===== src/rtl/sftx_pkg.sv =====
package sftx_pkg;
  typedef struct packed {
    logic sync_mode;
    logic char7;
    logic par_en;
    logic par_odd;
    logic stop2;
    logic mp_en;
    logic mp_bit;
  } tx_cfg_t;
endpackage


===== src/rtl/sftx_frame_build.sv =====
module sftx_frame_build
  import sftx_pkg::*;
#(
  parameter int DATA_W  = 8,
  parameter int FRAME_W = DATA_W + 4,
  parameter int LEN_W   = $clog2(FRAME_W + 1)
) (
  input  tx_cfg_t            cfg_i,
  input  logic [DATA_W-1:0]  data_i,
  output logic [FRAME_W-1:0] frame_o,
  output logic [LEN_W-1:0]   len_o
);
  logic [DATA_W-1:0] sent_mask;
  logic              par_bit;
  int                pos;

  always_comb begin
    sent_mask = '1;
    if (cfg_i.char7) sent_mask[DATA_W-1] = 1'b0;
  end

  assign par_bit = ^(data_i & sent_mask) ^ cfg_i.par_odd;

  always_comb begin
    frame_o = '1;
    pos     = 0;
    if (cfg_i.sync_mode) begin
      frame_o[DATA_W-1:0] = data_i;
      pos = DATA_W;
    end else begin
      frame_o[0] = 1'b0;
      pos = 1;
      for (int i = 0; i < DATA_W; i++) begin
        if (sent_mask[i]) begin
          frame_o[pos] = data_i[i];
          pos = pos + 1;
        end
      end
      if (cfg_i.mp_en) begin
        frame_o[pos] = cfg_i.mp_bit;
        pos = pos + 1;
      end else if (cfg_i.par_en) begin
        frame_o[pos] = par_bit;
        pos = pos + 1;
      end
      // stop bits are the '1 fill
      pos = pos + (cfg_i.stop2 ? 2 : 1);
    end
    len_o = LEN_W'(pos);
  end
endmodule


===== src/rtl/sftx_bit_timer.sv =====
module sftx_bit_timer #(
  parameter int TICKS_PER_BIT = 16,
  parameter int CNT_W         = $clog2(TICKS_PER_BIT)
) (
  input  logic clk_i,
  input  logic rst_ni,
  input  logic start_i,
  input  logic run_i,
  input  logic sync_i,
  input  logic tick_i,
  output logic bit_done_o,
  output logic sclk_o
);
  localparam int HALF = TICKS_PER_BIT / 2;
  localparam logic [CNT_W-1:0] LAST = CNT_W'(TICKS_PER_BIT - 1);

  logic [CNT_W-1:0] cnt_q;

  always_ff @(posedge clk_i or negedge rst_ni) begin
    if (!rst_ni) cnt_q <= '0;
    else if (start_i) cnt_q <= '0;
    else if (run_i && tick_i) cnt_q <= (cnt_q == LAST) ? '0 : cnt_q + 1'b1;
  end

  assign bit_done_o = run_i && tick_i && (cnt_q == LAST);
  // low half first so the falling edge lines up with the data change
  assign sclk_o = !(run_i && sync_i && (int'(cnt_q) < HALF));

  p_cnt_hold_r2: assert property (@(posedge clk_i) disable iff (!rst_ni)
    (run_i && !tick_i && !start_i) |=> $stable(cnt_q));
  p_cnt_range_r2: assert property (@(posedge clk_i) disable iff (!rst_ni)
    int'(cnt_q) < TICKS_PER_BIT);
endmodule


===== src/rtl/sftx_shifter.sv =====
module sftx_shifter #(
  parameter int FRAME_W = 12,
  parameter int LEN_W   = $clog2(FRAME_W + 1)
) (
  input  logic               clk_i,
  input  logic               rst_ni,
  input  logic               accept_i,
  input  logic [FRAME_W-1:0] frame_i,
  input  logic [LEN_W-1:0]   len_i,
  input  logic               sync_i,
  input  logic               bit_done_i,
  output logic               busy_o,
  output logic               sync_o,
  output logic               txd_o,
  output logic               end_o
);
  logic [FRAME_W-1:0] frame_q;
  logic [LEN_W-1:0]   left_q;
  logic               busy_q, end_q, sync_q;

  always_ff @(posedge clk_i or negedge rst_ni) begin
    if (!rst_ni) begin
      frame_q <= '1;
      left_q  <= '0;
      busy_q  <= 1'b0;
      end_q   <= 1'b0;
      sync_q  <= 1'b0;
    end else begin
      end_q <= 1'b0;
      if (accept_i) begin
        frame_q <= frame_i;
        left_q  <= len_i;
        busy_q  <= 1'b1;
        sync_q  <= sync_i;
      end else if (bit_done_i) begin
        if (left_q == LEN_W'(1)) begin
          busy_q <= 1'b0;
          end_q  <= 1'b1;
          sync_q <= 1'b0;
        end else begin
          frame_q <= {1'b1, frame_q[FRAME_W-1:1]};
          left_q  <= left_q - 1'b1;
        end
      end
    end
  end

  assign busy_o = busy_q;
  assign sync_o = sync_q;
  assign txd_o  = busy_q ? frame_q[0] : 1'b1;
  assign end_o  = end_q;

  p_hold_between_ticks_r9: assert property (@(posedge clk_i) disable iff (!rst_ni)
    (busy_q && !bit_done_i) |=> ($stable(frame_q) && $stable(left_q)));
  p_left_range_r2: assert property (@(posedge clk_i) disable iff (!rst_ni)
    busy_q |-> (left_q != '0 && int'(left_q) <= FRAME_W));
endmodule


===== src/rtl/serial_frame_tx.sv =====
module serial_frame_tx
  import sftx_pkg::*;
#(
  parameter int DATA_W        = 8,
  parameter int TICKS_PER_BIT = 16
) (
  input  logic              clk_i,
  input  logic              rst_ni,
  input  logic              tick_i,
  input  logic              load_valid_i,
  input  logic [DATA_W-1:0] load_data_i,
  input  logic              sync_mode_i,
  input  logic              char7_i,
  input  logic              par_en_i,
  input  logic              par_odd_i,
  input  logic              stop2_i,
  input  logic              mp_en_i,
  input  logic              mp_bit_i,
  output logic              busy_o,
  output logic              txd_o,
  output logic              sclk_o,
  output logic              tx_end_o
);
  localparam int FRAME_W = DATA_W + 4;
  localparam int LEN_W   = $clog2(FRAME_W + 1);

  tx_cfg_t            cfg;
  logic [FRAME_W-1:0] frame;
  logic [LEN_W-1:0]   len;
  logic               accept, bit_done, busy, sync_act;

  assign cfg = '{sync_mode: sync_mode_i, char7: char7_i, par_en: par_en_i,
                 par_odd: par_odd_i, stop2: stop2_i, mp_en: mp_en_i,
                 mp_bit: mp_bit_i};
  assign accept = load_valid_i && !busy;

  sftx_frame_build #(.DATA_W(DATA_W), .FRAME_W(FRAME_W), .LEN_W(LEN_W)) u_build (
    .cfg_i(cfg), .data_i(load_data_i), .frame_o(frame), .len_o(len));

  sftx_shifter #(.FRAME_W(FRAME_W), .LEN_W(LEN_W)) u_shift (
    .clk_i(clk_i), .rst_ni(rst_ni), .accept_i(accept), .frame_i(frame),
    .len_i(len), .sync_i(sync_mode_i), .bit_done_i(bit_done),
    .busy_o(busy), .sync_o(sync_act), .txd_o(txd_o), .end_o(tx_end_o));

  sftx_bit_timer #(.TICKS_PER_BIT(TICKS_PER_BIT)) u_timer (
    .clk_i(clk_i), .rst_ni(rst_ni), .start_i(accept), .run_i(busy),
    .sync_i(sync_act), .tick_i(tick_i), .bit_done_o(bit_done), .sclk_o(sclk_o));

  assign busy_o = busy;

  p_sclk_async_high_r8: assert property (@(posedge clk_i) disable iff (!rst_ni)
    !sync_act |-> sclk_o);
  p_idle_line_r1: assert property (@(posedge clk_i) disable iff (!rst_ni)
    !busy |-> (txd_o && sclk_o));
  p_end_one_cycle_r10: assert property (@(posedge clk_i) disable iff (!rst_ni)
    tx_end_o |=> !tx_end_o);
  p_end_with_busy_fall_r10: assert property (@(posedge clk_i) disable iff (!rst_ni)
    tx_end_o |-> $fell(busy_o));
  p_busy_rise_r9: assert property (@(posedge clk_i) disable iff (!rst_ni)
    (load_valid_i && !busy_o) |=> busy_o);
endmodule


===== config.mk =====
export PLATFORM = sky130hd
export DESIGN_NAME = serial_frame_tx
export DESIGN_NICKNAME = d
export VERILOG_FILES = /design/src/rtl/sftx_pkg.sv /design/src/rtl/sftx_frame_build.sv /design/src/rtl/sftx_bit_timer.sv /design/src/rtl/sftx_shifter.sv /design/src/rtl/serial_frame_tx.sv
export SDC_FILE = /design/constraint.sdc
export NUM_CORES = 1
export LEC_CHECK = 0
export BUFFER_PORTS_ARGS = -buffer_cell sky130_fd_sc_hd__buf_4
export CAP_MARGIN = 20
export CORE_MARGIN = 2
export CORE_UTILIZATION = 52
export CTS_BUF_LIST = sky130_fd_sc_hd__clkbuf_8
export DETAILED_ROUTE_END_ITERATION = 6
export PLACE_DENSITY = 0.74
export SLEW_MARGIN = 40
export SYNTH_ARGS = -nofsm -noshare
export SYNTH_HDL_FRONTEND = slang
export SYNTH_SLANG_ARGS = --single-unit

===== constraint.sdc =====
create_clock -name clk_i -period 1.7 [get_ports clk_i]
set_input_delay 0.255 -clock clk_i [delete_from_list [all_inputs] [get_ports clk_i]]
set_output_delay 0.255 -clock clk_i [all_outputs]
set_load 0.1 [all_outputs]

Yosys cells after proc, flatten, opt, wreduce, memory -nomap -nowiden
Cells that the tools add are included.
{"block": "word_totals", "out_inout_bits": 4, "elab_cells": 130, "in_bits": 19, "ff_bits": 23}
{"block": "op_classes", "n_mux": 70, "bitwise": 2, "add_sub_neg": 11, "n_reduce_logical": 21, "order_cmp": 17, "eq_ne": 3}
{"operator": "two-way mux 32 bit", "n": 9}
{"operator": ">= comparator 32 x 1 -> 1 bit, second input constant", "n": 8}
{"operator": "< comparator 32 x 6 -> 1 bit, second input constant", "n": 8}
{"operator": "adder 32 x 2 -> 32 bit, second input constant", "n": 7}
{"operator": "two-way mux 12 bit", "n": 13}
{"operator": "bitwise mux 12 bit", "n": 9}
{"operator": "two-way mux 4 bit", "n": 11}
{"operator": "demux 1 bit (select 4 bit)", "n": 8}
{"operator": "two-way mux 1 bit", "n": 18}
{"operator": "logical AND 1 bit", "n": 13}
{"operator": "bitwise AND 8 bit", "n": 1}
{"operator": "two-way mux 8 bit", "n": 1}
{"operator": "parity 8 bit", "n": 1}
{"operator": "nonzero test 2 bit", "n": 3}
{"operator": "adder 4 x 1 -> 4 bit, second input constant", "n": 1}
{"operator": "adder 4 x 2 -> 4 bit, second input constant", "n": 1}
{"operator": "adder 4 bit", "n": 1}
{"operator": "== test 4 x 1 -> 1 bit, second input constant", "n": 1}
{"operator": "== test 4 bit, second input constant", "n": 1}
{"operator": "< comparator 4 bit, second input constant", "n": 1}
{"operator": "AND reduction 2 bit", "n": 2}
{"operator": "subtractor 4 x 1 -> 4 bit, second input constant", "n": 1}
{"operator": "logical NOT 1 bit", "n": 2}
{"operator": "two-way mux 2 bit", "n": 1}
{"operator": "2 further kinds", "n": 2}

Longest topological paths before layout
{"block": "logic_depth", "word_depth": 25, "depth_mapped": 9, "ltp_nobuf": 9}

By module
A second synthesis with hierarchy kept.
{"block": "hier_totals", "cells_unflattened": 173, "area_unflattened_um2": 1562.7}
{"mod": "sftx_shifter", "area_each_um2": 1006.0, "cells_each": 109, "seq_area_each_um2": 490.5, "n_inst": 1}
{"mod": "sftx_frame_build", "area_each_um2": 331.6, "cells_each": 39, "seq_area_each_um2": 0.0, "n_inst": 1}
{"mod": "sftx_bit_timer", "area_each_um2": 211.5, "cells_each": 24, "seq_area_each_um2": 100.1, "n_inst": 1}
{"mod": "serial_frame_tx", "area_each_um2": 13.8, "cells_each": 1, "seq_area_each_um2": 0.0, "n_inst": 1}

Worst setup path after synthesis
OpenSTA, ideal clock, no wires.
{"block": "synth_timing", "kind": "register to output", "start": "register u_shift.busy_q, in the netlist u_shift.busy_o", "end": "output port sclk_o", "t_arrival_ns": 1.962, "stages_incl_launch_ff": 3, "path_buffers": 1, "path_slack_ns": -0.517, "t_required_ns": 1.445, "cell_sequence": "dfrtp_1 buf_2 nand3b_1"}
{"block": "synth_between", "elab_chain_len": 3}
{"element": "from (decl)", "line": "sftx_shifter.sv:19", "rtl": "logic busy_q, end_q, sync_q;"}
{"element": "from (signal assigned)", "line": "sftx_shifter.sv:25", "rtl": "busy_q <= 1'b0;"}
{"element": "from (signal assigned)", "line": "sftx_shifter.sv:33", "rtl": "busy_q <= 1'b1;"}
{"element": "from (signal assigned)", "line": "sftx_shifter.sv:37", "rtl": "busy_q <= 1'b0;"}
{"element": "logical AND 1 bit (2 in series)", "line": "sftx_bit_timer.sv:27", "rtl": "assign sclk_o = !(run_i && sync_i && (int'(cnt_q) < HALF));"}
{"element": "logical NOT 1 bit", "line": "sftx_bit_timer.sv:27"}
{"element": "to (decl)", "line": "serial_frame_tx.sv:21", "rtl": "output logic sclk_o,"}
No other way between the ends.

Worst setup path after layout
{"block": "layout_timing", "start": "input port par_en_i", "end": "register u_shift.left_q[1]"}
{"block": "layout_between", "elab_chain_len": 6}
{"element": "from (decl)", "line": "serial_frame_tx.sv:14", "rtl": "input logic par_en_i,"}
{"element": "two-way mux 4 bit", "line": "sftx_frame_build.sv:42", "rtl": "end else if (cfg_i.par_en) begin"}
{"element": "two-way mux 4 bit", "line": "sftx_frame_build.sv:39", "rtl": "if (cfg_i.mp_en) begin"}
{"element": "two-way mux 4 bit", "line": "sftx_frame_build.sv:27", "rtl": "if (cfg_i.sync_mode) begin"}
{"element": "adder 4 bit", "line": "sftx_frame_build.sv:47", "rtl": "pos = pos + (cfg_i.stop2 ? 2 : 1);"}
{"element": "two-way mux 4 bit", "line": "sftx_frame_build.sv:27"}
{"element": "two-way mux 4 bit", "line": "sftx_shifter.sv:30", "rtl": "if (accept_i) begin"}
{"element": "to (signal assigned)", "line": "sftx_shifter.sv:32", "rtl": "left_q <= len_i;"}
{"element": "to (signal assigned)", "line": "sftx_shifter.sv:42", "rtl": "left_q <= left_q - 1'b1;"}
{"element": "to (decl)", "line": "sftx_shifter.sv:18", "rtl": "logic [LEN_W-1:0] left_q;"}
No other way between the ends. The select of a mux whose other input is x is not followed.
A chain may end at the register's enable or synchronous reset.

==> flow_summary.yaml <==
sta:
  timing.fmax_mhz: 594
  fin_crit_sh: 0.990
  rsz0062_at_grt: "yes"
  fin_setup_tns_ns: 0
  relSlewSlack: 0.715
  setup_viol: 0
  fin_skew_ns: 0.00483
  timing.hold.ws_ns: 0.285
  finalHoldViolCount: 0
  worst_pin_slew_ns: 0.426
  slew_viol_final: 0
  fin_crit_ns: 1.68
logic_synthesis:
  synthCells: 144
  async_flop_share: 1.00
  synth_area_um2: 1400
  synth_common_cells: "o21ai_0, nand2_1, nor2_1"
  syn_nets: 169
  synth-edff-count: 0
  ys_seq_elements: 21
  avgSynthCellArea_um2: 9.69
  yosysUniqueCellTypes: 38
  synth_top_flop_cell: "dfrtp_1"
  yosys_warnings: 0
  post-synth-top-count-cell: "o21ai_0"
  synth_top_area_frac: 0.197
  seq_area_frac_synth: 0.386
  synth.area.top_cells: "dfrtp_1, dfstp_2, o21ai_0"
  yosysTopAreaCell: "dfrtp_1"
worst_setup_path:
  worstRegToRegCells: 7
  worst_ep_arrival_time_ns: 1.88
  cp_max_fo: 2
  path_class: "input pin to flop"
  critPathCaptureType: "flop"
  cp_data_required_time_ns: 1.89
  startpoint_type: "input pin"
cells_and_area:
  fin_util: 0.686
  design_area_um2: 1720
  drive_gt1_frac: 0.347
  n_antenna_cell: 0
  syn2layout_area_growth_pct: 23.0
  fin_nets: 196
drt:
  firstDrtPassIters: 4
  num_vias: 1105
  vias_per_cell: 5.53
  totalWireLength_um: 2840
  drc: 0
  post_drt_wl_per_cell_um: 14.2
  first_iter_violations: 24
  ant_nets: 0
power:
  combPwrFrac: 0.392
  leakage_nw: 0.757
  total_power_w: 0.00195
  p_switching_w: 0.000706
  vdd_drop_max_mv: 0.858
  p_per_area_nw_per_um2: 1140
  internal_power_w: 0.00124
  clockPowerShare: 0.167
  switching_share: 0.362
  p_seq_frac: 0.441
job:
  cap_violations: 0
floorplanning:
  core_um2: 2500
  ios: 23
  die_y_um: 55.8
  die_area_um2: 3110
  num_rows: 18
  initial_core_util: 0.558
  die_width_um: 55.8
global_routing:
  track_usage: 0.207
  grt_pass1_wl_um: 5020
  grt_pass1_vias: 1082
  antenna_found_initial: 0
  grt_start_max_net_pins: 22
  overflow: 0
placed_design:
  placed_area_um2: 1630
  io_buffers: 22
  place_congestion: 0.733
  dp_hpwl_um: 2090
hold_path:
  hold_path_depth: 3
  hold_class: "input pin to flop"
clocking:
  numCtsBuffers: 3
  cts.sinks: 21
  htreeDepth: 1
  cts_buffer_depth: 2
  clock_tree.root_cell: "clkbuf_8"
  clkTransAtPathRegs_ns: 0.07
  cts_tree: "done"
  clk_latency_ns: 0.26
status:
  outcome: "complete, no violations"
[critical path, stage by stage]
cell	delay, ns
buf_4	0.13
ha_4	0.22
mux2_4	0.28
ha_4	0.16
fa_1	0.52
nand3b_1	0.07
o21ai_1	0.08
nor2_1	0.06
a21oi_2	0.10
[repair_timing]
item	4_1_cts	5_1_grt
hold buffers	1	0
setup buffers	0	0
hold endpoints to repair	11	0
endpoints found under the setup margin	11	12
pin swaps	5	0
resized for setup	3	3
cloned	1	0
[through the flow]
stage	worst slack, ns	std cells
2_1_floorplan	-0.0672	144
6_report	0.0165	200
3_5_place_dp	-0.293	194
5_1_grt	-0.0726	200
4_1_cts	0.0114	200
3_3_place_gp	-0.242	194
[path summary, 6_finish.rpt]
path	from	endpoint	slack [ns]
worst min-delay path	load_valid_i	u_shift.busy_o$_DFFE_PN0P_	0.29
min in group asynchronous	rst_ni	u_shift.left_q[3]$_DFFE_PN0P_	0.41
worst min register to register	u_shift.frame_q[6]$_DFFE_PN1P_	u_shift.frame_q[6]$_DFFE_PN1P_	0.47
worst max-delay path	par_en_i	u_shift.left_q[1]$_DFFE_PN0P_	0.02
max in group asynchronous	rst_ni	u_shift.frame_q[8]$_DFFE_PN1P_	1.02
worst max register to register	u_shift.left_q[1]$_DFFE_PN0P_	u_shift.left_q[1]$_DFFE_PN0P_	0.03
[placed cells by master (no fill, tap or decap), drive strengths merged, types with 2 or more instances in the layout]
cell / synthesis / layout
a21o: 2 / 2
a21oi: 11 / 11
and3: 3 / 3
buf: 7 / 29
clkbuf: 2 / 3
dfrtp: 11 / 11
dfstp: 10 / 10
ha: 5 / 5
inv: 5 / 6
mux2: 3 / 3
mux2i: 7 / 7
nand2: 12 / 12
nand2b: 2 / 2
nand3: 5 / 5
nand3b: 4 / 4
nor2: 13 / 14
nor2b: 2 / 2
o21ai: 19 / 19
xnor2: 7 / 7
[power by group through the flow]
stage,clock (W),combinational [W],sequential [W]
after floorplan,0,0.000553,0.000828
after global placement,0,0.000717,0.000847
after detailed placement,0,0.000747,0.000859
after CTS,0.000332,0.000758,0.000855
after global routing,0.000352,0.000859,0.000891
final,0.000326,0.000764,0.000860
[kinds of logic after synthesis]
logic type	count (synthesis)	synth area share
flip-flops	21	0.386
AO/OA/AOI/OAI	39	0.170
AND/OR/NAND/NOR	45	0.173
buffers and inverters	14	0.0574
multiplexers	10	0.0744
XOR/XNOR	9	0.0798
adder cells (fa/ha/maj)	6	0.0592
[flip-flops by register name, indices dropped and copies added (netlist names)]
name / cells
u_shift.sync_o: 1
u_shift.frame_q: 10
u_shift.end_o: 1
u_shift.left_q: 4
u_shift.busy_o: 1
u_timer.cnt_q: 4
[routing by layer]
metal	GRT usage	routed length [um]
met1	0.264	1320
met2	0.342	1360
met3	0.0279	80
met4	0.105	79
met5	0	0
[cell type report]
type                    count  area, um2
clock buffers               3       41.3
clock inverters             1       3.75
flip-flops and latches     21        542
repair buffers             30        231
inverters                   5       26.3
well taps                  30       37.5
fillers                   206        785
multi-input cells         110        833
Power figures use the tool's default switching activity.
